## config.mk

```make
export PLATFORM = sky130hd
export DESIGN_NAME = rx_tag_fifo
export DESIGN_NICKNAME = d
export VERILOG_FILES = /design/src/rtl/rxf_pkg.sv /design/src/rtl/rxf_store.sv /design/src/rtl/rxf_timeout.sv /design/src/rtl/rx_tag_fifo.sv
export SDC_FILE = /design/constraint.sdc
export NUM_CORES = 1
export LEC_CHECK = 0
export ABC_AREA = 0
export ABC_CLOCK_PERIOD_IN_PS = 4900
export BUFFER_PORTS_ARGS = -buffer_cell sky130_fd_sc_hd__buf_2
export CAP_MARGIN = 10
export CORE_MARGIN = 3
export CORE_UTILIZATION = 50
export DETAILED_ROUTE_END_ITERATION = 10
export PLACE_DENSITY_LB_ADDON = 0.3
export SLEW_MARGIN = 10
export SYNTH_ARGS = -nofsm -noshare
export SYNTH_HDL_FRONTEND = slang
export SYNTH_SLANG_ARGS = --single-unit
```

## constraint.sdc

```tcl
create_clock -name clk -period 4.9 [get_ports clk]
set_input_delay 1.225 -clock clk [delete_from_list [all_inputs] [get_ports clk]]
set_output_delay 1.225 -clock clk [all_outputs]
set_load 0.01 [all_outputs]
```

## src/rtl/rxf_pkg.sv

```systemverilog
package rxf_pkg;

    localparam int DATA_W = 8;
    localparam int TAG_W  = 3;

    typedef struct packed {
        logic [TAG_W-1:0]  tags;
        logic [DATA_W-1:0] data;
    } rx_entry_t;

    typedef enum logic [1:0] {
        TMO_IDLE  = 2'd0,
        TMO_COUNT = 2'd1,
        TMO_FIRED = 2'd2
    } tmo_state_e;

    function automatic int unsigned trig_level(input logic [1:0] sel);
        unique case (sel)
            2'd0:    return 8;
            2'd1:    return 16;
            2'd2:    return 56;
            default: return 60;
        endcase
    endfunction

    // four characters of (5 + code) bits, plus twelve bit times
    function automatic int unsigned tmo_limit(input logic [1:0] wl);
        return 4 * (5 + int'(wl)) + 12;
    endfunction

endpackage

```

## src/rtl/rxf_store.sv

```systemverilog
module rxf_store
    import rxf_pkg::*;
#(
    parameter int DEPTH = 64,
    localparam int AW = $clog2(DEPTH),
    localparam int CW = AW + 1
) (
    input  logic             clk,
    input  logic             rst_n,
    input  logic             flush,
    input  logic [CW-1:0]    cap,
    input  logic             wr_valid,
    input  rx_entry_t        wr_entry,
    input  logic             rd_req,
    output rx_entry_t        head,
    output logic [CW-1:0]    count,
    output logic             wr_acc,
    output logic             rd_do
);

    rx_entry_t      mem [DEPTH];
    logic [AW-1:0]  wr_ptr;
    logic [AW-1:0]  rd_ptr;

    function automatic logic [AW-1:0] bump(input logic [AW-1:0] p);
        return (p == AW'(DEPTH - 1)) ? '0 : p + 1'b1;
    endfunction

    assign rd_do  = rd_req && (count != '0) && !flush;
    assign wr_acc = wr_valid && !flush && ((count < cap) || rd_do);
    assign head   = mem[rd_ptr];

    always_ff @(posedge clk) begin
        if (wr_acc) begin
            mem[wr_ptr] <= wr_entry;
        end
    end

    always_ff @(posedge clk or negedge rst_n) begin
        if (!rst_n) begin
            wr_ptr <= '0;
            rd_ptr <= '0;
            count  <= '0;
        end else if (flush) begin
            wr_ptr <= '0;
            rd_ptr <= '0;
            count  <= '0;
        end else begin
            if (wr_acc) wr_ptr <= bump(wr_ptr);
            if (rd_do)  rd_ptr <= bump(rd_ptr);
            count <= count + CW'(wr_acc) - CW'(rd_do);
        end
    end

endmodule

```

## src/rtl/rxf_timeout.sv

```systemverilog
module rxf_timeout
    import rxf_pkg::*;
#(
    parameter int TICK_W = 6
) (
    input  logic              clk,
    input  logic              rst_n,
    input  logic              active,
    input  logic              restart,
    input  logic              bit_tick,
    input  logic [TICK_W-1:0] limit,
    output logic              fired
);

    tmo_state_e        state_q, state_d;
    logic [TICK_W-1:0] tcnt_q, tcnt_d;

    always_ff @(posedge clk or negedge rst_n) begin
        if (!rst_n) begin
            state_q <= TMO_IDLE;
            tcnt_q  <= '0;
        end else begin
            state_q <= state_d;
            tcnt_q  <= tcnt_d;
        end
    end

    always_comb begin
        state_d = state_q;
        tcnt_d  = tcnt_q;
        if (!active) begin
            state_d = TMO_IDLE;
            tcnt_d  = '0;
        end else begin
            unique case (state_q)
                TMO_IDLE: begin
                    state_d = TMO_COUNT;
                    tcnt_d  = '0;
                end
                TMO_COUNT: begin
                    if (restart) begin
                        tcnt_d = '0;
                    end else if (bit_tick) begin
                        if (tcnt_q == limit - 1'b1) begin
                            state_d = TMO_FIRED;
                            tcnt_d  = '0;
                        end else begin
                            tcnt_d = tcnt_q + 1'b1;
                        end
                    end
                end
                TMO_FIRED: begin
                    if (restart) begin
                        state_d = TMO_COUNT;
                        tcnt_d  = '0;
                    end
                end
                default: begin
                    state_d = TMO_IDLE;
                    tcnt_d  = '0;
                end
            endcase
        end
    end

    assign fired = (state_q == TMO_FIRED);

endmodule

```

## src/rtl/rx_tag_fifo.sv

```systemverilog
module rx_tag_fifo
    import rxf_pkg::*;
#(
    parameter int DEPTH  = 64,
    parameter int TICK_W = 6,
    localparam int CW    = $clog2(DEPTH) + 1
) (
    input  logic              clk,
    input  logic              rst_n,
    input  logic              fifo_en,
    input  logic [1:0]        trig_sel,
    input  logic [1:0]        word_len,
    input  logic              rx_int_en,
    input  logic              bit_tick,
    input  logic              wr_valid,
    input  logic [DATA_W-1:0] wr_data,
    input  logic [TAG_W-1:0]  wr_tags,
    input  logic              rd_strobe,
    input  logic              stat_rd,
    output logic [DATA_W-1:0] hold_data,
    output logic [TAG_W-1:0]  hold_tags,
    output logic [CW-1:0]     fill_count,
    output logic              data_ready,
    output logic              overrun,
    output logic              rx_irq,
    output logic              timeout_irq
);

    logic              mode_q;
    logic              flush;
    logic [CW-1:0]     cap;
    logic [CW-1:0]     count;
    logic [CW-1:0]     nxt_count;
    logic [CW-1:0]     level;
    logic              wr_acc, rd_do, tmo_fired;
    rx_entry_t         head, in_entry;
    logic [DATA_W-1:0] last_q;

    assign flush    = (fifo_en != mode_q);
    assign cap      = fifo_en ? CW'(DEPTH) : CW'(1);
    assign in_entry = '{tags: wr_tags, data: wr_data};

    rxf_store #(.DEPTH(DEPTH)) u_store (
        .clk      (clk),
        .rst_n    (rst_n),
        .flush    (flush),
        .cap      (cap),
        .wr_valid (wr_valid),
        .wr_entry (in_entry),
        .rd_req   (rd_strobe),
        .head     (head),
        .count    (count),
        .wr_acc   (wr_acc),
        .rd_do    (rd_do)
    );

    assign nxt_count = flush ? '0 : count + CW'(wr_acc) - CW'(rd_do);

    rxf_timeout #(.TICK_W(TICK_W)) u_tmo (
        .clk      (clk),
        .rst_n    (rst_n),
        .active   (fifo_en && (nxt_count != '0)),
        .restart  (wr_acc || rd_do),
        .bit_tick (bit_tick),
        .limit    (TICK_W'(tmo_limit(word_len))),
        .fired    (tmo_fired)
    );

    always_ff @(posedge clk or negedge rst_n) begin
        if (!rst_n) begin
            mode_q  <= 1'b1;
            overrun <= 1'b0;
            last_q  <= '0;
        end else begin
            mode_q <= fifo_en;
            if (wr_valid && !wr_acc && !flush) begin
                overrun <= 1'b1;
            end else if (stat_rd) begin
                overrun <= 1'b0;
            end
            if (rd_do) begin
                last_q <= head.data;
            end
        end
    end

    assign level       = fifo_en ? CW'(trig_level(trig_sel)) : CW'(1);
    assign fill_count  = count;
    assign data_ready  = (count != '0);
    assign hold_data   = data_ready ? head.data : last_q;
    assign hold_tags   = data_ready ? head.tags : '0;
    assign rx_irq      = rx_int_en && (count >= level);
    assign timeout_irq = rx_int_en && tmo_fired;

endmodule

```

==> impl_metrics.py <==
metrics = {
    "power_and_ir_drop": {
        "power_uw": 15660,
        "leakage_uw": 0.01078,
        "ir_drop_v": 0.0003319,
        "power.density_nw_per_um2": 463.0,
    },
    "drt": {
        "via_per_inst": 6.054,
        "drc_errors": 0,
        "wl_mm": 65.71,
        "first_pass_iters": 6,
        "post_drt_wl_per_cell_um": 26.90,
        "ant_nets": 0,
        "first_iter_violations": 1479,
        "routed-via-count": 14790,
    },
    "logic_synthesis": {
        "synthAdderAreaFrac_pct": 0.9542,
        "synth_compound_area_share_pct": 2.584,
        "yosys.area_share.xor_xnor_pct": 0.3251,
        "synth_edf_count": 704,
        "yosysWarnings": 0,
        "synth_cell_type_count": 62,
        "yosys-top-cells-area": "edfxtp_1 71%, mux4_2 14%, dfrtp_1 3.0%",
        "synth_top_family_by_area": "multiplexers",
        "synth_top_flop_cell": "edfxtp_1",
        "yosysTopAreaCellShare_pct": 71.34,
        "ys_seq_elements": 741,
        "yosys.area_share.simple_pct": 3.623,
        "seq_area_frac_synth_pct": 74.46,
        "postSynthCellCount": 1463,
        "syn-num-nets": 1508,
        "syn_area_per_cell_um2": 20.26,
        "synth_area_leader_cell": "edfxtp_1",
        "async_reset_ff_share_pct": 4.993,
        "synth_mux_area_share_pct": 16.41,
        "syn_area_um2": 29630,
    },
    "clocking": {
        "clk_latency_ns": 0.63,
        "clockBufferDepth": 3,
        "clk_pin_slew_ns": 0.06,
        "cts_num_sinks": 741,
        "cts_buffers": 73,
        "cts_max_level": 3,
        "root_buffer": "clkbuf_16",
        "cts_tree": "built",
    },
    "sta": {
        "setup_viol": 0,
        "fmax_mhz": 209.0,
        "period_needed_ns": 4.786,
        "report.final.slew_viol_count": 0,
        "timing.clock.skew_ns": 0.02263,
        "finalHoldViolations": 0,
        "worst_pin_slew_ns": 1.205,
        "finalCritPeriodShare_pct": 97.67,
        "rsz0062_at_grt": "false",
        "finalSetupTns_ns": 0,
        "hold_slack_ns": 0.5050,
        "slew_headroom_pct": 19.66,
    },
    "global_route": {
        "grt_pass1_vias": 15020,
        "grt.total_usage_pct": 21.40,
        "grt_max_degree": 65,
        "antenna_found_initial": 0,
        "grt_overflow": 0,
        "grt_pass1_wl_mm": 99.02,
    },
    "layout": {
        "nNetsFinal": 1667,
        "syn_to_final_growth_pct": 14.12,
        "drive_gt1_share_pct": 28.49,
        "insertedDiodeCount": 0,
    },
    "critical_path": {
        "path_class": "reg2out",
        "worstPathArrival_ns": 3.56,
        "worstSetupStartpointType": "flip-flop",
        "required_ns": 3.67,
        "cp-end-kind": "output pin",
        "cp_max_fo": 27,
    },
    "placement": {
        "place_congestion": 0.7974,
        "hpwl_mm": 40.41,
        "portBuffers": 44,
    },
    "run_status": {
        "status": "completed",
    },
    "die": {
        "coreArea_um2": 58140,
        "io_pins": 45,
        "dieArea_um2": 62230,
        "die_y_um": 249.5,
        "fp.dieW_um": 249.5,
        "num_rows": 88,
        "start_util_pct": 50.97,
    },
    "worst_hold_path": {
        "hp-class": "reg2reg",
    },
    "job": {
        "maxCapViolations": 0,
    },
}
placed cells by master, fill, tap and decap left out, types with 7 or more instances in the layout:
master / netlist / final
buf_12: 0 / 10
dfrtp_1: 36 / 32
o21ai_0: 17 / 17
nand3_1: 15 / 15
buf_2: 16 / 43
a21oi_1: 28 / 28
inv_1: 19 / 19
mux4_2: 183 / 183
xnor2_1: 7 / 7
nor2_1: 100 / 100
clkinv_1: 1 / 17
clkbuf_1: 23 / 12
mux2_2: 17 / 17
ha_1: 21 / 21
clkinv_2: 0 / 13
buf_4: 11 / 104
a32oi_1: 7 / 7
mux2i_1: 55 / 54
edfxtp_1: 704 / 704
bufinv_16: 0 / 9
nand2_1: 39 / 39
nor2b_1: 13 / 13
a31oi_1: 13 / 13
a22oi_1: 15 / 15
clkbuf_16: 0 / 74
a221oi_1: 7 / 7
kinds of logic after synthesis:
family                     Yosys count
DFF                                741
xor gates and xnor gates            11
buffers and inverters               95
AOI/OAI and AO/OA                  115
and+or+nand+nor                    224
muxes                              255
adders and majority gates           22
flip-flops by register name, indices dropped and copies added (netlist names):
name            cells
u_tmo.state_q       2
u_store.count       7
overrun             1
u_store.rd_ptr      6
u_store.mem       704
mode_q              1
u_tmo.tcnt_q        6
last_q              8
u_store.wr_ptr      6
area by class of cell:
cell class,count,area (um2)
Clock buffer,86,1897
Sequential cell,741,22080
Timing Repair Buffer,159,1222
Clock inverter,45,489.2
Multi-Input combinational cell,627,7102
Fill cell,4201,24320
Inverter,20,75.07
Tap cell,765,957.2
metrics by stage:
step	instances	util [%]	setup slack [ns]	cell area (um2)
floorplan	1463	-	0.4059	29630
global placement	2307	53.95	0.5234	31370
detailed placement	2307	53.95	0.4799	31370
CTS	2442	58.14	0.05758	33800
global route	2443	58.17	0.01574	33820
finish	2443	58.17	0.1142	33820
what timing repair did:
action / CTS / global route
gates resized for setup: 1 / 1
hold buffers: 0 / 0
cloned: 0 / 0
endpoints found under the setup margin: 5 / 4
buffers inserted: 4 / 1
synth_stat cells (16+ instances only):
master	count
mux2i_1	55
mux4_2	183
buf_2	16
edfxtp_1	704
buf_1	16
o21ai_0	17
dfrtp_1	36
clkbuf_1	23
a21oi_1	28
mux2_2	17
nor2_1	100
nand2_1	39
ha_1	21
inv_1	19
routing by layer:
| metal | routed length, um | GRT usage (%) | vias up |
|---|---|---|---|
| met1 | 27900 | 31.08 | 7818 |
| met4 | 1341 | 6.018 | 0 |
| li1 | - | - | 6330 |
| met2 | 31960 | 34.07 | 555 |
| met5 | 0 | 0 | - |
| met3 | 4507 | 3.564 | 87 |
path summary, 6_finish.rpt:
kind	slack (ns)	startpoint	cells past startpoint	endpoint
min in group asynchronous	0.73	rst_n	1	last_q[3]
min	0.50	last_q[6]	1	last_q[6]
max in group asynchronous	3.50	rst_n	1	u_store.rd_ptr[1]
max	0.11	u_store.rd_ptr[0]	8	hold_data[6]
min reg2reg	0.50	last_q[6]	1	last_q[6]
max reg2reg	1.28	u_store.count[3]	16	u_tmo.tcnt_q[2]
critical path: stages, from the launching register on:
cell and delay [ns]:
dfrtp_4 0.45, buf_12 0.14, buf_12 0.22, mux4_2 0.57
mux4_2 0.53, mux2i_1 0.38, a32oi_1 0.18, mux2_2 0.31
buf_2 0.14
where the power goes:
| group | total, uW | switching (uW) | internal [uW] | leakage (uW) |
|---|---|---|---|---|
| clock network | 5570 | 2310 | 3260 | 0.00117 |
| logic | 2960 | 1540 | 1420 | 0.00281 |
| registers | 7130 | 100 | 7030 | 0.00680 |
(Power assumes the default switching activity.)
